File: src/rtl/pwm3_pkg.sv
package pwm3_pkg;

  // Strobes passed from the control block to the datapath
  typedef struct packed {
    logic run;            // start bit is set
    logic tick;           // counter advances this cycle
    logic clearOnPeriod;  // clear to zero on a period match
  } ctlStrobe_t;

  localparam logic [2:0] CLK_EXT    = 3'd7;
  localparam logic [1:0] CLR_PERIOD = 2'b01;

endpackage

File: src/rtl/pwm3_ctrl.sv
module pwm3_ctrl
  import pwm3_pkg::*;
#(
  parameter int CNT_W       = 16,
  parameter int NUM_CH      = 3,
  parameter int ADDR_W      = 4,
  parameter int SYNC_STAGES = 2
) (
  input  logic                           clk,
  input  logic                           rstN,
  input  logic                           wrEn,
  input  logic [ADDR_W-1:0]              wrAddr,
  input  logic [CNT_W-1:0]               wrData,
  input  logic                           extClk,
  output ctlStrobe_t                     strb,
  output logic [CNT_W-1:0]               periodVal,
  output logic [NUM_CH-1:0][CNT_W-1:0]   dutyVal,
  output logic [NUM_CH-1:0]              pwmEn,
  output logic [NUM_CH-1:0]              initVal,
  output logic [NUM_CH-1:0]              polSel,
  output logic [NUM_CH-1:0]              outEn
);

  // Register map
  localparam int ADDR_CTRL   = 0;
  localparam int ADDR_PERIOD = 1;
  localparam int ADDR_DUTY0  = 2;
  localparam int ADDR_MODE   = ADDR_DUTY0 + NUM_CH;
  localparam int ADDR_OCFG   = ADDR_MODE + 1;
  localparam int ADDR_OEN    = ADDR_OCFG + 1;
  localparam int ADDR_START  = ADDR_OEN + 1;
  localparam int POL_LSB     = NUM_CH + 1;
  localparam int PSC_W       = 3;

  logic [2:0] clkSel;
  logic [1:0] edgeSel;
  logic [1:0] clrSel;
  logic       startBit;

  // Control and output configuration registers
  always_ff @(posedge clk or negedge rstN) begin
    if (!rstN) begin
      clkSel    <= '0;
      edgeSel   <= '0;
      clrSel    <= '0;
      periodVal <= '0;
      pwmEn     <= '0;
      initVal   <= '0;
      polSel    <= '0;
      outEn     <= '0;
      startBit  <= 1'b0;
    end else if (wrEn) begin
      if (wrAddr == ADDR_W'(ADDR_CTRL)) begin
        clkSel  <= wrData[2:0];
        edgeSel <= wrData[4:3];
        clrSel  <= wrData[6:5];
      end
      if (wrAddr == ADDR_W'(ADDR_PERIOD)) periodVal <= wrData;
      if (wrAddr == ADDR_W'(ADDR_MODE))   pwmEn     <= wrData[NUM_CH-1:0];
      if (wrAddr == ADDR_W'(ADDR_OCFG)) begin
        initVal <= wrData[NUM_CH-1:0];
        polSel  <= wrData[POL_LSB+NUM_CH-1:POL_LSB];
      end
      if (wrAddr == ADDR_W'(ADDR_OEN))    outEn     <= wrData[NUM_CH-1:0];
      if (wrAddr == ADDR_W'(ADDR_START))  startBit  <= wrData[0];
    end
  end

  // One duty register per channel
  for (genvar i = 0; i < NUM_CH; i++) begin : g_duty
    always_ff @(posedge clk or negedge rstN) begin
      if (!rstN)
        dutyVal[i] <= '0;
      else if (wrEn && wrAddr == ADDR_W'(ADDR_DUTY0 + i))
        dutyVal[i] <= wrData;
    end
  end

  // Internal prescaler: divide by 2^clkSel[1:0]
  logic [PSC_W-1:0] pscCnt;
  logic [PSC_W-1:0] pscLimit;
  logic             internalSel;

  assign internalSel = (clkSel[2] == 1'b0);
  assign pscLimit    = (PSC_W'(1) << clkSel[1:0]) - PSC_W'(1);

  always_ff @(posedge clk or negedge rstN) begin
    if (!rstN)
      pscCnt <= '0;
    else if (!startBit || !internalSel)
      pscCnt <= '0;
    else if (pscCnt == pscLimit)
      pscCnt <= '0;
    else
      pscCnt <= pscCnt + PSC_W'(1);
  end

  // External clock synchroniser and edge detector
  logic [SYNC_STAGES-1:0] syncQ;
  logic                   extPrev;
  logic                   extNow;
  logic                   extRise;
  logic                   extFall;
  logic                   edgeHit;

  always_ff @(posedge clk or negedge rstN) begin
    if (!rstN) begin
      syncQ   <= '0;
      extPrev <= 1'b0;
    end else begin
      syncQ   <= {syncQ[SYNC_STAGES-2:0], extClk};
      extPrev <= extNow;
    end
  end

  assign extNow  = syncQ[SYNC_STAGES-1];
  assign extRise = extNow & ~extPrev;
  assign extFall = ~extNow & extPrev;

  always_comb begin
    if (edgeSel[1])      edgeHit = extRise | extFall;
    else if (edgeSel[0]) edgeHit = extFall;
    else                 edgeHit = extRise;
  end

  always_comb begin
    strb.run           = startBit;
    strb.clearOnPeriod = (clrSel == CLR_PERIOD);
    if (!startBit)
      strb.tick = 1'b0;
    else if (internalSel)
      strb.tick = (pscCnt == pscLimit);
    else
      strb.tick = (clkSel == CLK_EXT) && edgeHit;
  end

  // Codes 4 to 6 never advance the counter
  assert_reserved_hold_R4: assert property (@(posedge clk) disable iff (!rstN)
    (clkSel[2] && clkSel != CLK_EXT) |-> !strb.tick);

  // An external-clock advance needs a change of the synchronised level
  assert_ext_edge_R5: assert property (@(posedge clk) disable iff (!rstN)
    (strb.tick && clkSel == CLK_EXT) |-> (extNow != extPrev));

endmodule

File: src/rtl/pwm3_datapath.sv
module pwm3_datapath
  import pwm3_pkg::*;
#(
  parameter int CNT_W  = 16,
  parameter int NUM_CH = 3
) (
  input  logic                         clk,
  input  logic                         rstN,
  input  ctlStrobe_t                   strb,
  input  logic [CNT_W-1:0]             periodVal,
  input  logic [NUM_CH-1:0][CNT_W-1:0] dutyVal,
  input  logic [NUM_CH-1:0]            pwmEn,
  input  logic [NUM_CH-1:0]            initVal,
  input  logic [NUM_CH-1:0]            polSel,
  input  logic [NUM_CH-1:0]            outEn,
  output logic [NUM_CH-1:0]            pwmOut,
  output logic [CNT_W-1:0]             countValue
);

  logic [CNT_W-1:0]  cnt;
  logic              periodHit;
  logic [NUM_CH-1:0] wState;
  logic [NUM_CH-1:0] initLevel;

  assign periodHit = (cnt == periodVal);

  // Counter: clears on a period match when that clear source is chosen
  always_ff @(posedge clk or negedge rstN) begin
    if (!rstN)
      cnt <= '0;
    else if (strb.tick) begin
      if (strb.clearOnPeriod && periodHit)
        cnt <= '0;
      else
        cnt <= cnt + CNT_W'(1);
    end
  end

  // Per-channel waveform state: 1 means active
  for (genvar i = 0; i < NUM_CH; i++) begin : g_ch
    logic dutyHit;
    logic dutyValid;

    assign dutyHit   = (cnt == dutyVal[i]);
    assign dutyValid = (dutyVal[i] < periodVal);

    always_ff @(posedge clk or negedge rstN) begin
      if (!rstN)
        wState[i] <= 1'b0;
      else if (!strb.run)
        wState[i] <= 1'b0;
      else if (strb.tick) begin
        if (periodHit)
          wState[i] <= 1'b0;
        else if (dutyHit && dutyValid)
          wState[i] <= 1'b1;
      end
    end

    // A duty value at or beyond the period never turns the output on
    assert_never_active_R8: assert property (@(posedge clk) disable iff (!rstN)
      (strb.tick && !dutyValid && !wState[i]) |=> !wState[i]);
  end

  assign initLevel  = ~(initVal ^ polSel);
  assign pwmOut     = initLevel ^ (wState & pwmEn & outEn);
  assign countValue = cnt;

  // A stopped counter holds its value
  assert_freeze_R3: assert property (@(posedge clk) disable iff (!rstN)
    !strb.run |=> $stable(cnt));

  // Stopping returns every waveform state to inactive
  assert_idle_on_stop_R3: assert property (@(posedge clk) disable iff (!rstN)
    !strb.run |=> (wState == '0));

  // The counter moves by at most one step, or clears
  assert_single_step_R4: assert property (@(posedge clk) disable iff (!rstN)
    strb.run |=> (cnt == $past(cnt) || cnt == $past(cnt) + CNT_W'(1) || cnt == '0));

  // A period match with clear enabled loads zero
  assert_period_clear_R6: assert property (@(posedge clk) disable iff (!rstN)
    (strb.tick && strb.clearOnPeriod && periodHit) |=> (cnt == '0));

endmodule

File: src/rtl/pwm3_timer.sv
module pwm3_timer
  import pwm3_pkg::*;
#(
  parameter int CNT_W       = 16,
  parameter int NUM_CH      = 3,
  parameter int ADDR_W      = 4,
  parameter int SYNC_STAGES = 2
) (
  input  logic              clk,
  input  logic              rstN,
  input  logic              wrEn,
  input  logic [ADDR_W-1:0] wrAddr,
  input  logic [CNT_W-1:0]  wrData,
  input  logic              extClk,
  output logic [NUM_CH-1:0] pwmOut,
  output logic [CNT_W-1:0]  countValue
);

  ctlStrobe_t                   strb;
  logic [CNT_W-1:0]             periodVal;
  logic [NUM_CH-1:0][CNT_W-1:0] dutyVal;
  logic [NUM_CH-1:0]            pwmEn;
  logic [NUM_CH-1:0]            initVal;
  logic [NUM_CH-1:0]            polSel;
  logic [NUM_CH-1:0]            outEn;

  pwm3_ctrl #(
    .CNT_W(CNT_W), .NUM_CH(NUM_CH), .ADDR_W(ADDR_W), .SYNC_STAGES(SYNC_STAGES)
  ) u_ctrl (
    .clk(clk), .rstN(rstN), .wrEn(wrEn), .wrAddr(wrAddr), .wrData(wrData),
    .extClk(extClk), .strb(strb), .periodVal(periodVal), .dutyVal(dutyVal),
    .pwmEn(pwmEn), .initVal(initVal), .polSel(polSel), .outEn(outEn)
  );

  pwm3_datapath #(
    .CNT_W(CNT_W), .NUM_CH(NUM_CH)
  ) u_dp (
    .clk(clk), .rstN(rstN), .strb(strb), .periodVal(periodVal),
    .dutyVal(dutyVal), .pwmEn(pwmEn), .initVal(initVal), .polSel(polSel),
    .outEn(outEn), .pwmOut(pwmOut), .countValue(countValue)
  );

endmodule

File: config.mk
export PLATFORM = sky130hd
export DESIGN_NAME = pwm3_timer
export DESIGN_NICKNAME = d
export VERILOG_FILES = /design/src/rtl/pwm3_pkg.sv /design/src/rtl/pwm3_ctrl.sv /design/src/rtl/pwm3_datapath.sv /design/src/rtl/pwm3_timer.sv
export SDC_FILE = /design/constraint.sdc
export NUM_CORES = 1
export LEC_CHECK = 0
export BUFFER_PORTS_ARGS = -buffer_cell sky130_fd_sc_hd__buf_2
export CORE_MARGIN = 2
export CORE_UTILIZATION = 55
export CTS_BUF_LIST = sky130_fd_sc_hd__clkbuf_8
export CTS_CLUSTER_DIAMETER = 40
export DETAILED_ROUTE_END_ITERATION = 12
export PLACE_DENSITY = 0.74
export SLEW_MARGIN = 20
export SYNTH_ARGS = -nofsm -noshare
export SYNTH_HDL_FRONTEND = slang
export SYNTH_SLANG_ARGS = --single-unit
File: constraint.sdc
create_clock -name clk -period 2.4 [get_ports clk]
set_input_delay 0.48 -clock clk [delete_from_list [all_inputs] [get_ports clk]]
set_output_delay 0.48 -clock clk [all_outputs]
set_load 0.01 [all_outputs]
==> results.md <==
- Status: finished, final reports clean
- Fin Setup TNS: 0 ps
- Setup CP Type: register to register
- Initial Util: 55.97%
- Final cycle utilization of the critical path: 90.24%
- CTS tree: built
- H-tree level count: 3
- Cell Area, Placed: 6854 µm²
- Gr ovfl total: 0
- Top delay family on crit path: simple AND/OR/NAND/NOR gates
- PwrDens: 840.6 nW/µm²
- Fin worst setup slack: 234.3 ps
- Antenna violations before repair: 0
- Startpoint types: register
- Worst path slowest cell: or4b_1
- Global-route wire length before repair: 25,500 µm
- Share of cells above drive strength 1: 30.24%
- R2R depth: 6
- Resized cells post-CTS: 0
- Final WL: 15,570 µm
- Fraction of registers with async set/reset: 100.0%
- Mapped Nets: 628
- TritonCTS Sinks: 109
- Die height: 111.6 µm
- Yosys Warn Count: 0
- Fillcell total: 947
- Port buffer count: 42
- DRC viols: 0
- Top cells by area, synth: dfrtp_1 43%, mux2_2 15%, ha_1 9.6%
- Most used flip-flop cell after synthesis: dfrtp_1
- Worst Max-Slew Pin Slew: 609.6 ps
- Post-synth EDFFs: 0
- Most frequent cell after synthesis: dfrtp_1
- Nets: 683
- DR vias: 4,578
- CTS Buffer Depth: 2
- Design area: 7076 µm²
- Maximum operating frequency: 0.4618 GHz
- Setup violations, final: 0
- Core area: 11,370 µm²
- GRT Total Usage: 26.60%
- Largest stage delay on the critical path: 560 ps
- Setup Fix Bufs, Post-CTS: 0
- CTS Buf Count: 9
- Clk_skew: 8.576 ps
- Crit path time final: 2166 ps
- Synthesized instance count: 555
- Top-area cell type share of the netlist area: 42.86%
- Most frequent cells after synthesis: 109 x dfrtp_1, 85 x mux2_2, 49 x ha_1, 49 x xnor2_1, 29 x nand2_1
- Area of the multi-input gates: 3437 µm²
- Leakage power: 0.003255 µW
- Hold_buf cts: 0
- Hold slack final: 117.2 ps
- CP Capture Type: register
- Diodes inserted: 0
- CP bufs+invs: 0
- DIE WIDTH: 111.6 µm
- Synthesis-to-layout area growth: 11.19%
- Final Hold Violating Endpoints: 0
- Worst-path clk slew: 100 ps
- Clk root buf: clkbuf_8
- Mapped cell area: 6364 µm²
- Sequential area share after synthesis: 42.86%
- Vias in the first global route: 4,745
- Crit path max fanout: 12
- Die ar.: 12,450 µm²
- Post-Syn Area per Cell: 11.47 µm²
- Synth cell types: 50
- Number of I/O pins: 43
- Worst slew margin: 59.36%
- Worst EP required: 2690 ps
- Max_cap viols: 0
- Number of cell rows: 39
- Unrepaired setup endpoints after global routing: no
- Pre-antenna DRT Iters: 5
- Fin. max-slew vios: 0
- Storage element area: 2728 µm²
- Worst-path cell chain: or4b_1 > o211ai_2 > a211oi_2 > nand3b_4 > or2_4 > o41ai_1
- Post-place setup slack: 206.4 ps
- Via density: 6.040
- Per-cell routed wire length: 20.54 µm
- Iteration-0 DRC Markers: 410
- Worst-Skew Late Latency: 390 ps
- Post-DP HPWL: 11,790 µm
- Peak supply drop: 0.0005877 V
- #FFs+latches synth: 109
- Critical Path AT: 2450 ps
- Largest net degree at the start of global routing: 110
- Routed Antenna Nets: 0
- Biggest area consumer among synthesized cells: dfrtp_1
- CP Depth: 6
- Final Wtd Congestion: 0.9088
- Hold WC Path Type: input pin to asynchronous set/reset pin
-- path summary, 6_finish.rpt --
check | start | to | slack, ps
max in group asynchronous | rstN | u_dp.countValue[5] | 1790
max reg2reg | u_ctrl.clkSel[1] | u_dp.countValue[5] | 230
min reg2reg | u_ctrl.syncQ[0] | u_ctrl.syncQ[1] | 360
min | rstN | u_ctrl.pscCnt[2] | 120
min in group clk | extClk | u_ctrl.syncQ[0] | 190
max | u_ctrl.clkSel[1] | u_dp.countValue[5] | 230
-- cells in the final DEF (no fill, tap or decap), drive strengths merged, types with 2 or more instances in the layout --
master	Yosys	layout
a211oi	5	5
a21o	6	6
a21oi	16	16
a22o	3	3
a2bb2oi	10	10
a31oi	2	2
and3	3	3
and4	2	2
and4b	2	2
buf	14	70
bufinv	0	2
clkbuf	12	9
clkinv	0	2
dfrtp	109	109
ha	49	49
inv	20	22
mux2	85	85
nand2	29	29
nand2b	3	3
nand3	15	15
nand3b	5	5
nand4	16	16
nor2	13	13
nor2b	4	4
nor3	6	6
nor3b	5	5
nor4	8	8
o2111a	2	2
o2111ai	2	2
o21ai	13	13
o21bai	3	3
o31ai	9	9
or2	3	3
xnor2	49	49
xor2	22	22
-- sequential cells by signal, summed over array words and instances, names as in the netlist --
signal and cells:
u_ctrl.dutyVal 48, u_ctrl.periodVal 16, u_dp.countValue 16, u_ctrl.clkSel 3, u_ctrl.initVal 3, u_ctrl.outEn 3
u_ctrl.polSel 3, u_ctrl.pscCnt 3, u_ctrl.pwmEn 3, u_dp.wState 3, u_ctrl.clrSel 2, u_ctrl.edgeSel 2
u_ctrl.syncQ 2, u_ctrl.extPrev 1, u_ctrl.startBit 1
-- power by group --
| part | switching [µW] | internal, µW |
|---|---|---|
| sequential | 437 | 2200 |
| clock | 663 | 595 |
| combinational | 1030 | 1030 |
| total | 2130 | 3820 |
-- routing by layer --
metal	GRT usage, %	vias up	part of all wire (%)
li1	-	2112	-
met1	35.74	2285	43
met2	41.91	141	48
met3	7.349	40	7.0
met4	9.218	0	2.6
met5	0	-	0
-- kinds of logic after synthesis --
group           share of synthesized area [%]
mux                                     15.04
flops                                   42.86
xor+xnor                                9.772
fa+ha+maj                               9.634
buf+inv                                 3.126
simple gates                            10.62
compound gates                          8.946
-- final cells by class --
class	count	share of cell area [%]
flip-flops and latches	109	38.55
clock buffers	9	1.751
inverters	20	1.061
repair buffers	70	6.154
multi-input cells	400	48.58
clock inverters	7	1.379
well taps	143	2.529
-- per-stage QoR --
step,cells,utilization [%],total power [µW]
2_1_floorplan,555,-,3990
3_3_place_gp,742,60.28,4586
3_5_place_dp,742,60.28,4688
4_1_cts,758,62.23,5957
5_1_grt,758,62.23,6331
6_report,758,62.23,5948
(Power assumes the default switching activity.)
